--- config.mk ---
export PLATFORM = sky130hd
export DESIGN_NAME = gpio_bitop_port
export DESIGN_NICKNAME = d
export VERILOG_FILES = /design/src/rtl/gpio_bitop_pkg.sv /design/src/rtl/gpio_pad_sync.sv /design/src/rtl/gpio_bitop_reg.sv /design/src/rtl/gpio_bitop_port.sv
export SDC_FILE = /design/constraint.sdc
export NUM_CORES = 1
export LEC_CHECK = 0
export BUFFER_PORTS_ARGS = -buffer_cell sky130_fd_sc_hd__buf_4
export CELL_PAD_IN_SITES_DETAIL_PLACEMENT = 1
export CELL_PAD_IN_SITES_GLOBAL_PLACEMENT = 1
export CORE_ASPECT_RATIO = 0.6
export CORE_MARGIN = 2
export CORE_UTILIZATION = 46
export CTS_CLUSTER_DIAMETER = 50
export CTS_CLUSTER_SIZE = 40
export DETAILED_ROUTE_END_ITERATION = 10
export GPL_ROUTABILITY_DRIVEN = 0
export PLACE_DENSITY_LB_ADDON = 0.1
export SKIP_CTS_REPAIR_TIMING = 1
export SLEW_MARGIN = 15
export SYNTH_ARGS = -nofsm -noshare
export SYNTH_HDL_FRONTEND = slang
export SYNTH_SLANG_ARGS = --single-unit
--- constraint.sdc ---
create_clock -name clk_i -period 3.2 [get_ports clk_i]
set_input_delay 0.48 -clock clk_i [delete_from_list [all_inputs] [get_ports clk_i]]
set_output_delay 0.48 -clock clk_i [all_outputs]
set_load 0.05 [all_outputs]
--- src/rtl/gpio_bitop_pkg.sv ---
package gpio_bitop_pkg;
  localparam int ADDR_W = 4;
  localparam int DATA_W = 32;

  localparam logic [ADDR_W-1:0] A_DATA    = 4'd0;
  localparam logic [ADDR_W-1:0] A_OUT     = 4'd1;
  localparam logic [ADDR_W-1:0] A_DIR     = 4'd2;
  localparam logic [ADDR_W-1:0] A_CAP     = 4'd3;
  localparam logic [ADDR_W-1:0] A_OUT_OR  = 4'd4;
  localparam logic [ADDR_W-1:0] A_OUT_AND = 4'd5;
  localparam logic [ADDR_W-1:0] A_OUT_XOR = 4'd6;
  localparam logic [ADDR_W-1:0] A_DIR_OR  = 4'd8;
  localparam logic [ADDR_W-1:0] A_DIR_AND = 4'd9;
  localparam logic [ADDR_W-1:0] A_DIR_XOR = 4'd10;

  typedef enum logic [2:0] {
    OP_NONE,
    OP_WR,
    OP_OR,
    OP_AND,
    OP_XOR
  } bitop_e;

  function automatic bitop_e decode_op(
    input logic              we,
    input logic [ADDR_W-1:0] addr,
    input logic [ADDR_W-1:0] a_wr,
    input logic [ADDR_W-1:0] a_or,
    input logic [ADDR_W-1:0] a_and,
    input logic [ADDR_W-1:0] a_xor
  );
    bitop_e op;
    op = OP_NONE;
    if (we) begin
      if (addr == a_wr)       op = OP_WR;
      else if (addr == a_or)  op = OP_OR;
      else if (addr == a_and) op = OP_AND;
      else if (addr == a_xor) op = OP_XOR;
    end
    return op;
  endfunction
endpackage

--- src/rtl/gpio_pad_sync.sv ---
module gpio_pad_sync #(
  parameter int WIDTH  = 32,
  parameter int STAGES = 2
) (
  input  logic             clk_i,
  input  logic             rst_ni,
  input  logic [WIDTH-1:0] d_i,
  output logic [WIDTH-1:0] q_o
);
  logic [WIDTH-1:0] stg_q [STAGES];

  for (genvar s = 0; s < STAGES; s++) begin : g_stage
    if (s == 0) begin : g_first
      always_ff @(posedge clk_i or negedge rst_ni) begin
        if (!rst_ni) stg_q[0] <= '0;
        else         stg_q[0] <= d_i;
      end
    end else begin : g_next
      always_ff @(posedge clk_i or negedge rst_ni) begin
        if (!rst_ni) stg_q[s] <= '0;
        else         stg_q[s] <= stg_q[s-1];
      end
    end
  end

  assign q_o = stg_q[STAGES-1];
endmodule

--- src/rtl/gpio_bitop_reg.sv ---
module gpio_bitop_reg
  import gpio_bitop_pkg::*;
#(
  parameter int WIDTH = 32
) (
  input  logic             clk_i,
  input  logic             rst_ni,
  input  bitop_e           op_i,
  input  logic [WIDTH-1:0] wdata_i,
  output logic [WIDTH-1:0] q_o
);
  logic [WIDTH-1:0] q_d;

  always_comb begin
    unique case (op_i)
      OP_WR:   q_d = wdata_i;
      OP_OR:   q_d = q_o | wdata_i;
      OP_AND:  q_d = q_o & wdata_i;
      OP_XOR:  q_d = q_o ^ wdata_i;
      default: q_d = q_o;
    endcase
  end

  always_ff @(posedge clk_i or negedge rst_ni) begin
    if (!rst_ni) q_o <= '0;
    else         q_o <= q_d;
  end
endmodule

--- src/rtl/gpio_bitop_port.sv ---
module gpio_bitop_port
  import gpio_bitop_pkg::*;
#(
  parameter int WIDTH       = 32,
  parameter int SYNC_STAGES = 2
) (
  input  logic              clk_i,
  input  logic              rst_ni,
  input  logic              we_i,
  input  logic [ADDR_W-1:0] addr_i,
  input  logic [DATA_W-1:0] wdata_i,
  output logic [DATA_W-1:0] rdata_o,
  input  logic [WIDTH-1:0]  pad_i,
  output logic [WIDTH-1:0]  pad_o,
  output logic [WIDTH-1:0]  oe_o
);
  localparam logic [DATA_W-1:0] CAP_WORD =
    DATA_W'(WIDTH & 8'hff) | (DATA_W'(SYNC_STAGES & 4'hf) << 8);

  logic [WIDTH-1:0] out_q, dir_q, in_sync;
  bitop_e           out_op, dir_op;

  assign out_op = decode_op(we_i, addr_i, A_OUT, A_OUT_OR, A_OUT_AND, A_OUT_XOR);
  assign dir_op = decode_op(we_i, addr_i, A_DIR, A_DIR_OR, A_DIR_AND, A_DIR_XOR);

  gpio_bitop_reg #(.WIDTH(WIDTH)) u_out_reg (
    .clk_i, .rst_ni, .op_i(out_op), .wdata_i(wdata_i[WIDTH-1:0]), .q_o(out_q)
  );

  gpio_bitop_reg #(.WIDTH(WIDTH)) u_dir_reg (
    .clk_i, .rst_ni, .op_i(dir_op), .wdata_i(wdata_i[WIDTH-1:0]), .q_o(dir_q)
  );

  gpio_pad_sync #(.WIDTH(WIDTH), .STAGES(SYNC_STAGES)) u_sync (
    .clk_i, .rst_ni, .d_i(pad_i), .q_o(in_sync)
  );

  always_comb begin
    rdata_o = '0;
    unique case (addr_i)
      A_DATA:                              rdata_o[WIDTH-1:0] = in_sync;
      A_OUT, A_OUT_OR, A_OUT_AND, A_OUT_XOR: rdata_o[WIDTH-1:0] = out_q;
      A_DIR, A_DIR_OR, A_DIR_AND, A_DIR_XOR: rdata_o[WIDTH-1:0] = dir_q;
      A_CAP:                               rdata_o = CAP_WORD;
      default:                             rdata_o = '0;
    endcase
  end

  assign pad_o = out_q;
  assign oe_o  = dir_q;
endmodule

==> impl_metrics.json <==
{
  "final_layout_size_suffix_gt1_share_pct": 21.7,
  "synth-seq-cells": 128,
  "timing.final.crit_period_ps": 2980,
  "insertion_delay_ps": 420,
  "layout.cells.most_common": "sky130_fd_sc_hd__buf_4",
  "placementRows": 38,
  "cts_num_sinks": 128,
  "path_common_cell": "sky130_fd_sc_hd__buf_4",
  "final_min_period_over_clock_period_pct": 93.0,
  "total_nets_after_synthesis": 1109,
  "die_h_um": 109,
  "number_of_warnings_reported_in_the_yosys_synthesis_log": 0,
  "cts_buffer_depth": 2,
  "synth.yosys.seq_area_share_pct": 38.1,
  "worst_ep_arrival_time_ps": 2500,
  "core-area_um2": 18000,
  "worstSetupPathType": "in2out",
  "peakVddDrop_v": 0.000345,
  "timing.critical_path.to_type": "output pin",
  "fill_cells": 2033,
  "port_buffers": 166,
  "avgViaCountPerCell": 5.69,
  "worst-endpoint-required_ps": 2720,
  "starting_density_of_the_core_pct": 46.8,
  "hold_class": "in2async",
  "numPlacedInstances": 1268,
  "critPathSlowestCell": "sky130_fd_sc_hd__a21oi_4",
  "cellPowerDensity_nw_per_um2": 641,
  "n_antenna_cell": 0,
  "die_x_um": 178,
  "p_leak_nw": 5.30,
  "skew_ps": 5.79,
  "clock_tree.htree_level_count": 4,
  "crit_path_max_fanout": 30,
  "max_freq_ghz": 0.336,
  "setup-tns-final_ps": 0,
  "detailroute.via_count": 7393,
  "crit_buf_inv": 3,
  "initial_antenna_violation_count": 0,
  "layout-area-overhead-vs-synth_pct": 24.0,
  "finalHoldViolCount": 0,
  "final_critical_path_setup_slack_ps": 225,
  "timing.critical_path.max_delay_family": "compound AO/OA/AOI/OAI gates",
  "synth.avg_cell_area_um2": 9.23,
  "gr-total-overflow": 0,
  "grt_pass1_wl_um": 42200,
  "cts_tree": "yes",
  "timing.critical_path.cells": "buf_4, nand2b_1, a21oi_4, a222oi_1, inv_1, buf_4",
  "post-layout-total-power_mw": 6.68,
  "drt-pass1-iter-count": 7,
  "grt_max_degree": 81,
  "dp_hpwl_um": 16900,
  "outcome": "finished clean",
  "finish.net_count": 1246,
  "start_kind": "primary input",
  "worst-slew-pin-transition_ps": 1090,
  "multiInputGateArea_um2": 4410,
  "final-instance-count-excl-fill": 1300,
  "cpPeakStageDelay_ps": 860,
  "synth.lib_cells_used.distinct": 34,
  "syn-cell-area_um2": 8400,
  "max-cap-violations": 0,
  "clk_root_buffer_cell": "sky130_fd_sc_hd__clkbuf_16",
  "postRouteAntennaNets": 0,
  "relSlewSlack_pct": 27.5,
  "synthCells": 910,
  "dp_worst_setup_slack_ps": 221,
  "clkSlewWorstSetupHoldPaths_ps": 60,
  "drt_drc_violations_left": 0,
  "final_setup_viols": 0,
  "io_pins": 167,
  "regToRegSetupSlack_ps": 1700,
  "floorplan.die_area_um2": 19400,
  "layout.cells.most_common_list": "sky130_fd_sc_hd__buf_4 (179), sky130_fd_sc_hd__ha_1 (128), sky130_fd_sc_hd__dfrtp_1 (128), sky130_fd_sc_hd__inv_1 (126), sky130_fd_sc_hd__nand2_1 (80)",
  "routed_wire_length_per_instance_um": 20.4,
  "globalRouteTotalUtil_pct": 28.3,
  "timing_max_transition_violations_final": 0,
  "finalWirelength_um": 26500,
  "cts-buffers-inserted": 17,
  "first_global_vias": 7672,
  "seqCellArea_um2": 3200,
  "detailedRoute.firstIterationViolations": 594,
  "rsz0062_at_grt": "false"
}
[power breakdown]
part / leakage (nW) / internal (mW) / switching, mW
Clock: 0.293 / 1.27 / 0.792
Combinational: 3.49 / 0.829 / 1.62
Sequential: 1.52 / 1.84 / 0.326
Total: 5.30 / 3.94 / 2.74
[area by class of cell]
cell class / instances / share of cell area (%)
timing repair buffer: 183 / 13.6
sequential: 128 / 30.7
inverter: 127 / 4.57
clock buffer: 20 / 4.38
tap: 240 / 2.88
clock inverter: 12 / 1.51
multi-input combinational: 590 / 42.3
[sequential cells by signal, summed over array words and instances (netlist names)]
register,count
u_dir_reg.q_o,32
u_out_reg.q_o,32
u_sync.q_o,32
u_sync.stg_q,32
[routing by layer]
metal / vias up / global-route usage (%) / wire length [µm]
li1: 3436 / - / -
met1: 3733 / 39.5 / 12700
met2: 199 / 45.5 / 12100
met3: 25 / 5.23 / 1410
met4: 0 / 7.26 / 312
met5: - / 0 / 0
[worst paths after layout]
check,startpoint,cells after the start,endpoint
max in group asynchronous,rst_ni,2,u_out_reg.q_o[15]
setup / recovery,addr_i[1],6,rdata_o[30]
hold reg to reg,u_sync.stg_q[46],0,u_sync.q_o[14]
setup reg to reg,u_dir_reg.q_o[18],6,u_dir_reg.q_o[18]
hold / removal,rst_ni,1,u_sync.q_o[7]
min in group clk_i,pad_i[29],1,u_sync.stg_q[61]
[cells by family (layout without fill, tap and decap cells)]
| family | after synthesis | count (layout) | share of synthesized area [%] |
|---|---|---|---|
| AND/OR/NAND/NOR | 189 | 189 | 10.6 |
| flip-flops | 128 | 128 | 38.1 |
| adder cells (fa/ha/maj) | 128 | 128 | 19.1 |
| buffers and inverters | 192 | 342 | 9.75 |
| AO/OA/AOI/OAI | 264 | 264 | 21.4 |
| multiplexers | 9 | 9 | 1.07 |
[stage by stage]
| step | area (µm²) | utilization [%] | hold WS, ps |
|---|---|---|---|
| after floorplan | 8400 | - | 184 |
| after global placement | 9810 | 54.6 | 332 |
| after detailed placement | 9810 | 54.6 | 336 |
| after CTS | 10400 | 58.0 | 138 |
| after global routing | 10400 | 58.0 | 140 |
| final | 10400 | 58.0 | 77.8 |
[cell usage after synthesis]
| cell | n | area share [%] |
|---|---|---|
| sky130_fd_sc_hd__clkbuf_1 | 26 | 1.2 |
| sky130_fd_sc_hd__buf_4 | 6 | 0.54 |
| sky130_fd_sc_hd__a22o_1 | 18 | 1.9 |
| sky130_fd_sc_hd__dfrtp_1 | 128 | 38 |
| sky130_fd_sc_hd__ha_1 | 128 | 19 |
| sky130_fd_sc_hd__or3b_2 | 1 | 0.10 |
| sky130_fd_sc_hd__buf_1 | 2 | 0.089 |
| sky130_fd_sc_hd__a21oi_1 | 61 | 3.6 |
| sky130_fd_sc_hd__o21ai_0 | 49 | 2.9 |
| sky130_fd_sc_hd__nand2_2 | 1 | 0.074 |
| sky130_fd_sc_hd__nor4_1 | 1 | 0.074 |
| sky130_fd_sc_hd__a222oi_1 | 30 | 3.6 |
| sky130_fd_sc_hd__nand2_1 | 80 | 3.6 |
| sky130_fd_sc_hd__and2_4 | 1 | 0.10 |
| sky130_fd_sc_hd__o22ai_1 | 46 | 3.4 |
| sky130_fd_sc_hd__a22oi_1 | 1 | 0.089 |
| sky130_fd_sc_hd__nor2_1 | 39 | 1.7 |
| sky130_fd_sc_hd__mux2i_1 | 9 | 1.1 |
| sky130_fd_sc_hd__and3b_1 | 1 | 0.10 |
| sky130_fd_sc_hd__a2bb2oi_1 | 8 | 0.83 |
| sky130_fd_sc_hd__a21bo_1 | 1 | 0.12 |
| sky130_fd_sc_hd__a21oi_2 | 2 | 0.21 |
| sky130_fd_sc_hd__buf_6 | 6 | 0.80 |
| sky130_fd_sc_hd__nand3_2 | 1 | 0.12 |
| sky130_fd_sc_hd__or2_2 | 1 | 0.074 |
| sky130_fd_sc_hd__a32oi_1 | 23 | 2.4 |
| sky130_fd_sc_hd__nor2b_1 | 39 | 2.9 |
| sky130_fd_sc_hd__o221a_2 | 1 | 0.13 |
| sky130_fd_sc_hd__and3_1 | 1 | 0.074 |
| sky130_fd_sc_hd__a211oi_1 | 24 | 2.1 |
| sky130_fd_sc_hd__nand2b_1 | 22 | 1.6 |
| sky130_fd_sc_hd__buf_2 | 25 | 1.5 |
| sky130_fd_sc_hd__inv_1 | 127 | 5.7 |
| sky130_fd_sc_hd__nand3_1 | 1 | 0.060 |
(Power assumes the default switching activity.)
